## src/rtl/scrub_pkg.sv

```systemverilog
package scrub_pkg;
  typedef enum logic {
    DIR_FLOP_TO_FLIP = 1'b0,
    DIR_FLIP_TO_FLOP = 1'b1
  } scrub_dir_e;
endpackage

```

## src/rtl/scrub_bank.sv

```systemverilog
module scrub_bank #(
  parameter int WORD_W = 33,
  parameter int ADDR_W = 6
) (
  input  logic              clk,
  input  logic              we,
  input  logic [ADDR_W-1:0] waddr,
  input  logic [WORD_W-1:0] wdata,
  input  logic              re,
  input  logic [ADDR_W-1:0] raddr,
  output logic [WORD_W-1:0] rdata
);
  localparam int DEPTH = 1 << ADDR_W;

  logic [WORD_W-1:0] mem [DEPTH];

  // simple dual-port, read-first, registered read
  always_ff @(posedge clk) begin
    if (we) mem[waddr] <= wdata;
    if (re) rdata <= mem[raddr];
  end
endmodule

```

## src/rtl/scrub_err_count.sv

```systemverilog
module scrub_err_count #(
  parameter int CNT_W = 8
) (
  input  logic             clk,
  input  logic             rst,
  input  logic             clr,
  input  logic             inc,
  output logic [CNT_W-1:0] count
);
  localparam logic [CNT_W-1:0] CNT_MAX = '1;

  always_ff @(posedge clk) begin
    if (rst || clr)                 count <= '0;
    else if (inc && count != CNT_MAX) count <= count + 1'b1;
  end

  p_sat_hold_r8: assert property (@(posedge clk) disable iff (rst)
    (count == CNT_MAX && !clr) |=> count == CNT_MAX);
  p_clear_r9: assert property (@(posedge clk) disable iff (rst)
    clr |=> count == '0);
  p_step_r8: assert property (@(posedge clk) disable iff (rst)
    (!clr && inc && count != CNT_MAX) |=> count == $past(count) + 1'b1);
endmodule

```

## src/rtl/pingpong_scrubber.sv

```systemverilog
module pingpong_scrubber
  import scrub_pkg::*;
#(
  parameter int DATA_W = 32,
  parameter int ADDR_W = 6,
  parameter int CNT_W  = 8
) (
  input  logic              clk,
  input  logic              rst,
  input  logic              in_valid,
  input  logic [ADDR_W:0]   in_idx,
  input  logic              pl_valid,
  input  logic [ADDR_W-1:0] pl_addr,
  input  logic [DATA_W-1:0] pl_data,
  input  logic              pl_parity,
  input  logic              cnt_clr,
  output logic              out_valid,
  output logic [DATA_W-1:0] out_data,
  output logic              out_err,
  output logic [CNT_W-1:0]  err_count
);
  localparam int WORD_W = DATA_W + 1;

  // access acceptance: preload wins
  logic              acc;
  logic [ADDR_W-1:0] acc_addr;
  scrub_dir_e        acc_dir;

  assign acc      = in_valid && !pl_valid;
  assign acc_addr = in_idx[ADDR_W:1];
  assign acc_dir  = scrub_dir_e'(in_idx[0]);

  // read stage tracking (word appears one cycle after the strobe)
  logic              s1_valid;
  logic [ADDR_W-1:0] s1_addr;
  scrub_dir_e        s1_dir;

  always_ff @(posedge clk) begin
    if (rst) begin
      s1_valid <= 1'b0;
      s1_addr  <= '0;
      s1_dir   <= DIR_FLOP_TO_FLIP;
    end else begin
      s1_valid <= acc;
      if (acc) begin
        s1_addr <= acc_addr;
        s1_dir  <= acc_dir;
      end
    end
  end

  // bank ports
  logic              flip_we, flop_we, flip_re, flop_re;
  logic [ADDR_W-1:0] wr_addr;
  logic [WORD_W-1:0] wr_word, flip_q, flop_q, rd_word;

  assign flip_re = acc && (acc_dir == DIR_FLIP_TO_FLOP);
  assign flop_re = acc && (acc_dir == DIR_FLOP_TO_FLIP);

  assign rd_word = (s1_dir == DIR_FLIP_TO_FLOP) ? flip_q : flop_q;

  // write-back of the word as read, preload overrides
  assign flop_we = pl_valid || (s1_valid && s1_dir == DIR_FLIP_TO_FLOP);
  assign flip_we = pl_valid || (s1_valid && s1_dir == DIR_FLOP_TO_FLIP);
  assign wr_addr = pl_valid ? pl_addr : s1_addr;
  assign wr_word = pl_valid ? {pl_parity, pl_data} : rd_word;

  scrub_bank #(.WORD_W(WORD_W), .ADDR_W(ADDR_W)) i_flip (
    .clk(clk), .we(flip_we), .waddr(wr_addr), .wdata(wr_word),
    .re(flip_re), .raddr(acc_addr), .rdata(flip_q)
  );

  scrub_bank #(.WORD_W(WORD_W), .ADDR_W(ADDR_W)) i_flop (
    .clk(clk), .we(flop_we), .waddr(wr_addr), .wdata(wr_word),
    .re(flop_re), .raddr(acc_addr), .rdata(flop_q)
  );

  assign out_valid = s1_valid;
  assign out_data  = rd_word[DATA_W-1:0];
  assign out_err   = s1_valid && (^rd_word);

  scrub_err_count #(.CNT_W(CNT_W)) i_cnt (
    .clk(clk), .rst(rst), .clr(cnt_clr), .inc(out_err), .count(err_count)
  );

  p_latency_r3: assert property (@(posedge clk) disable iff (rst)
    acc |=> out_valid);
  p_no_access_r7: assert property (@(posedge clk) disable iff (rst)
    !acc |=> !out_valid);
  p_err_aligned_r5: assert property (@(posedge clk) disable iff (rst)
    out_err |-> out_valid);
  p_wb_odd_r4: assert property (@(posedge clk) disable iff (rst)
    (acc && in_idx[0]) |=> (pl_valid || (flop_we && !flip_we && wr_addr == $past(acc_addr))));
  p_wb_even_r2: assert property (@(posedge clk) disable iff (rst)
    (acc && !in_idx[0]) |=> (pl_valid || (flip_we && !flop_we && wr_addr == $past(acc_addr))));
endmodule

```

## config.mk

```make
export PLATFORM = sky130hd
export DESIGN_NAME = pingpong_scrubber
export DESIGN_NICKNAME = d
export VERILOG_FILES = /design/src/rtl/scrub_pkg.sv /design/src/rtl/scrub_bank.sv /design/src/rtl/scrub_err_count.sv /design/src/rtl/pingpong_scrubber.sv
export SDC_FILE = /design/constraint.sdc
export NUM_CORES = 2
export LEC_CHECK = 0
export BUFFER_PORTS_ARGS = -buffer_cell sky130_fd_sc_hd__buf_2
export CAP_MARGIN = 5
export CORE_ASPECT_RATIO = 1.25
export CORE_MARGIN = 8
export CORE_UTILIZATION = 25
export CTS_CLUSTER_DIAMETER = 80
export CTS_CLUSTER_SIZE = 12
export DETAILED_ROUTE_END_ITERATION = 16
export HOLD_SLACK_MARGIN = 0.08
export PLACE_DENSITY = 0.42
export SYNTH_ARGS = -nofsm -noshare
export SYNTH_HDL_FRONTEND = slang
export SYNTH_MEMORY_MAX_BITS = 65536
export SYNTH_SLANG_ARGS = --single-unit
```

## constraint.sdc

```tcl
create_clock -name clk -period 12.4 [get_ports clk]
set_input_delay 2.48 -clock clk [delete_from_list [all_inputs] [get_ports clk]]
set_output_delay 2.48 -clock clk [all_outputs]
set_load 0.01 [all_outputs]
```

# Yosys cells after proc, flatten, opt, wreduce, memory -nomap -nowiden

Memories as Yosys holds them, arrays and structs flattened. A register that Yosys moved wholly into a read port is not among the register bits.
Index checks and enable logic that the tools add are counted.

Register bits after elaboration: 16
Bits in latches: 0
Memory bits (writable): 4224
Bits in read-only memories: 0
Output and inout bits: 42
Logic and storage cells: 29
Memories kept: 2

Memories:

| memory     | depth | width | read ports | clocked after memory_dff | wr ports | line             | text |
|---|---|---|---|---|---|---|---|
| i_flip.mem | 64    | 33    | 1          | 1                        | 1        | scrub_bank.sv:15 | `logic [WORD_W-1:0] mem [DEPTH];` |
| i_flop.mem | 64    | 33    | 1          | 1                        | 1        | scrub_bank.sv:15 |  |

Add/sub/neg operators: 1
$mul: 0
Div/mod/pow operators: 0
$lt $le $gt $ge: 0
Eq/ne operators: 1
Shift-type cells: 0
Multiplexer cells: 7
Bitwise gates (word level): 2
Reductions and logical operators: 12

Operators with widths:

| operator            | count |
|---|---|
| $mux 33             | 2 |
| $reduce_xor 33->1   | 1 |
| $add 8x1->8 const B | 1 |
| $ne 8x8->1 const B  | 1 |
| $logic_and 1x1->1   | 7 |
| $mux 6              | 1 |
| $mux 1              | 4 |
| $logic_or 1x1->1    | 3 |
| $not 1->1           | 2 |
| $logic_not 1->1     | 1 |

# Longest topological paths before layout

Depth after elaboration: 5
Depth in mapped cells: 9

# Modules after synthesis

From an unflattened synthesis, not the netlist that was laid out.

Cell total of the unflattened synthesis: 7436
Area total of the unflattened synthesis: 165222.2 um^2

By module, submodules not included:

| module            | instances | cells an instance | area each (um^2) | sequential area each (um^2) |
|---|---|---|---|---|
| scrub_bank        | 2         | 3598              | 81523.2          | 64411.8 |
| pingpong_scrubber | 1         | 192               | 1754.2           | 160.2 |
| scrub_err_count   | 1         | 48                | 421.7            | 160.2 |

# Least setup slack after synthesis

OpenSTA, ideal clock, no wires.

Path type: in2reg
Start: input pl_valid
End: memory i_flip.mem[0][32] (data pin)
Library setup time: 1197 ps
Data arrival time: 8191 ps
Path slack: 3012 ps
Cell stages on the path: 4
Path buffers: 3
Cell sequence: clkbuf_1 > clkbuf_1 > buf_1 > o21ai_0

Word-level cells in the longest chain between the ends: 1

RTL lines:

| what                 | line                    | text |
|---|---|---|
| from (decl)          | pingpong_scrubber.sv:12 | `input logic pl_valid,` |
| $mux 33              | pingpong_scrubber.sv:66 | `assign wr_word = pl_valid ? {pl_parity, pl_data} : rd_word;` |
| via i_flip.wdata[32] | scrub_bank.sv:8         | `input logic [WORD_W-1:0] wdata,` |
| to (decl)            | scrub_bank.sv:15        |  |

The timed path passes the listed nets, and every way through them passes these cells.

# Worst setup path after layout

Start: register s1_dir
End: output out_err

Word-level cells in the longest chain between the ends: 3

RTL lines:

| what                   | line                    | text |
|---|---|---|
| from (decl)            | pingpong_scrubber.sv:36 | `scrub_dir_e s1_dir;` |
| from (signal assigned) | pingpong_scrubber.sv:47 | `s1_dir <= acc_dir;` |
| $mux 33                | pingpong_scrubber.sv:60 | `assign rd_word = (s1_dir == DIR_FLIP_TO_FLOP) ? flip_q : flop_q;` |
| $reduce_xor 33->1      | pingpong_scrubber.sv:80 | `assign out_err = s1_valid && (^rd_word);` |
| $logic_and 1x1->1      | pingpong_scrubber.sv:80 |  |
| to (decl)              | pingpong_scrubber.sv:19 | `output logic out_err,` |

No other way between the ends.

==> impl_metrics.toml <==
[clocking]
cts_buffers = 401
clock-sinks = 4306
cts_hold_buf = 0
root_buffer = "clkbuf_16"
clkLatencyLatePin_ns = 1.04
postCtsSetupBuffers = 0
htree_num_levels = 5
cts_tree = "done"
clk_pin_slew_worst_paths_ns = 0.07
cts.repair.resized = 0
clock_path_buffers = 4

[power_and_ir_drop]
p_clk_share_pct = 37.7
irDropWorstVdd_uv = 99.81
powerDensity_nw_per_um2 = 156.0
intPower_w = 0.02269
pwr-share-comb_pct = 6.8
power.total_w = 0.02934
power_frac_seq_pct = 55.5
p_leak_nw = 55.55
swShare_pct = 22.66
switchingPower_w = 0.006649

[layout]
layoutNonFillerInstCount = 15600
final_common_cell = "edfxtp_1"
fill_cells = 63400
layout_common_cells = "edfxtp_1, mux4_2, clkbuf_16"
final_layout_size_suffix_gt1_share_pct = 34.29
final_nets = 6858
syn_to_final_growth_pct = 14.57

[grt]
grt_max_degree = 119
met1_usage_pct = 19.45
antenna_found_initial = 55
overflow = 0
grt_use_total_pct = 14.45
grt_pass1_vias = 77260
met3_usage_pct = 1.816
top_usage_layer = "met2"
grt_pass1_wl_mm = 686.1
met2_usage_pct = 25.14

[worst_setup_path]
reg2reg_from = "s1_dir"
arrival_ns = 4.78
end_kind = "output pin"
worstSetupStartpointType = "register"
path_class = "reg -> out"
crit_required_ns = 9.92
path_max_fanout = 36
worstSetupStartpoint = "s1_dir"

[synthesis]
synth_edf_count = 4290
yosysTopAreaCell = "edfxtp_1"
yosys.area.top_type_share_pct = 78.46
syn_inst = 6399
synth_warnings = 0
syn_area_um2 = 164200
syn-num-nets = 6451
syn_avg_cell_area_um2 = 25.66
synthTopCellsByArea = "edfxtp_1, mux4_2, clkbuf_1, mux2_2, nor2_1"
synth-seq-cells = 4306
synthDistinctLibCells = 37
ys_seq_area_share_pct = 78.65
synth_ff_type = "edfxtp_1"
async_flop_share_pct = 0

[die]
die_w_um = 740.9
num_rows = 333
core_um2 = 656200
start_util_pct = 25.02
io_pins = 93
fp.dieArea_um2 = 683100
die_h_um = 922.1

[route]
drt-total-wl_mm = 507.0
route.vias.total = 72880
drtAntennaViolNets = 0
drt_iter0_drc = 7453
drc_errors = 0
viasPerCell = 4.671
dr.pass1.iters = 5
routedWlPerCell_um = 32.49

[timing]
finalMaxSlewViolations = 0
rsz0062_at_grt = "false"
max_freq_mhz = 137.8
max_slew_margin_pct = 15.12
fin_skew_ns = 0.09940
worst_pin_slew_ns = 1.270
min_period_over_period_pct = 58.53
final.min_clock_period_ns = 7.257
setup_viol = 0
hold_viol = 0
tns_ns = 0

[run_status]
status = "finished clean"

[worst_hold_path]
worstHoldStart = "s1_addr[2]"
holdCritPathClass = "reg -> reg"

[job]
drv_cap = 0

[placed_design]
dp_hpwl_mm = 286.6
io_buffers = 92
gp_congestion = 0.7403
dp.cells = 15110
-- power by group through the flow --
stage                     logic (W)  clock network, W  registers, W
final                       0.00198            0.0111        0.0163
after global placement      0.00200                 0        0.0166
after CTS                   0.00204            0.0114        0.0163
after detailed placement    0.00204                 0        0.0166
after floorplan             0.00103                 0        0.0166
after global routing        0.00208            0.0118        0.0163
-- metal layers --
| metal | vias to the layer above | part of all wire [%] |
|---|---|---|
| met2 | 1963 | 51 |
| met4 | 12 | 1.9 |
| li1 | 28630 | - |
| met3 | 508 | 5.1 |
| met1 | 41770 | 42 |
| met5 | - | 0.017 |
-- Yosys cell counts (all sizes together) (2+ instances only) --
master  number
nand2b       4
a21o         2
nand2       38
o31ai        2
and3         2
a21oi       11
inv          9
nor2       134
mux2        66
and2         2
or3          3
mux4      1386
o32ai        8
xor2        32
nand3       23
dfxtp       16
o21ai        4
xnor2        8
or4          2
mux2i       21
buf        111
xnor3        4
edfxtp    4290
clkbuf     212
-- logic make-up after synthesis --
| kind of cell | Yosys count | share of synthesized area, % |
|---|---|---|
| AO/OA/AOI/OAI | 30 | 0.1212 |
| AND/OR/NAND/NOR | 212 | 0.5288 |
| buffers and inverters | 332 | 0.8146 |
| flip-flops | 4306 | 78.65 |
| multiplexers | 1473 | 19.59 |
| adder cells (fa/ha/maj) | 1 | 0.007619 |
| XOR/XNOR | 45 | 0.2835 |
-- critical path, stage by stage (launching register included) --
cell and delay [ns]:
dfxtp_2 0.31, buf_4 0.52, inv_8 0.19, mux2i_1 0.50, xnor3_1 0.43, xnor3_1 0.50, xnor3_1 0.82, and2_1 0.24
buf_2 0.14
-- cell type report --
cell class / instances / area, µm² / share of cell area [%]
diodes: 31 / 77.57 / 0.04124
well taps: 8710 / 10900 / 5.793
multi-input cells: 1761 / 34830 / 18.51
repair buffers: 327 / 2506 / 1.332
clock inverters: 27 / 335.3 / 0.1783
clock buffers: 433 / 10280 / 5.466
flip-flops and latches: 4306 / 129100 / 68.65
inverters: 9 / 41.29 / 0.02195
-- stage by stage --
stage | hold slack (ns) | area (µm²) | utilization (%) | worst slack (ns)
6_report | 0.4858 | 188100 | 28.67 | 5.143
4_1_cts | 0.4849 | 188000 | 28.65 | 5.140
5_1_grt | 0.5200 | 188100 | 28.66 | 5.084
3_5_place_dp | 0.4721 | 177400 | 27.04 | 5.400
2_1_floorplan | 0.4462 | 164200 | - | 3.012
3_3_place_gp | 0.4719 | 177400 | 27.04 | 5.466
-- sequential cells by signal, indices dropped and copies added (netlist names) --
name	count
i_flip.rdata	33
s1_dir	1
i_cnt.count	8
i_flop.mem	2112
out_valid	1
i_flop.rdata	33
s1_addr	6
i_flip.mem	2112
-- final timing paths --
path	end	slack, ns	cells past startpoint
min	s1_addr[2]	0.49	2
max reg2reg	i_cnt.count[5]	8.36	8
min reg2reg	s1_addr[2]	0.49	2
max	out_err	5.14	8
Power figures use the tool's default switching activity.
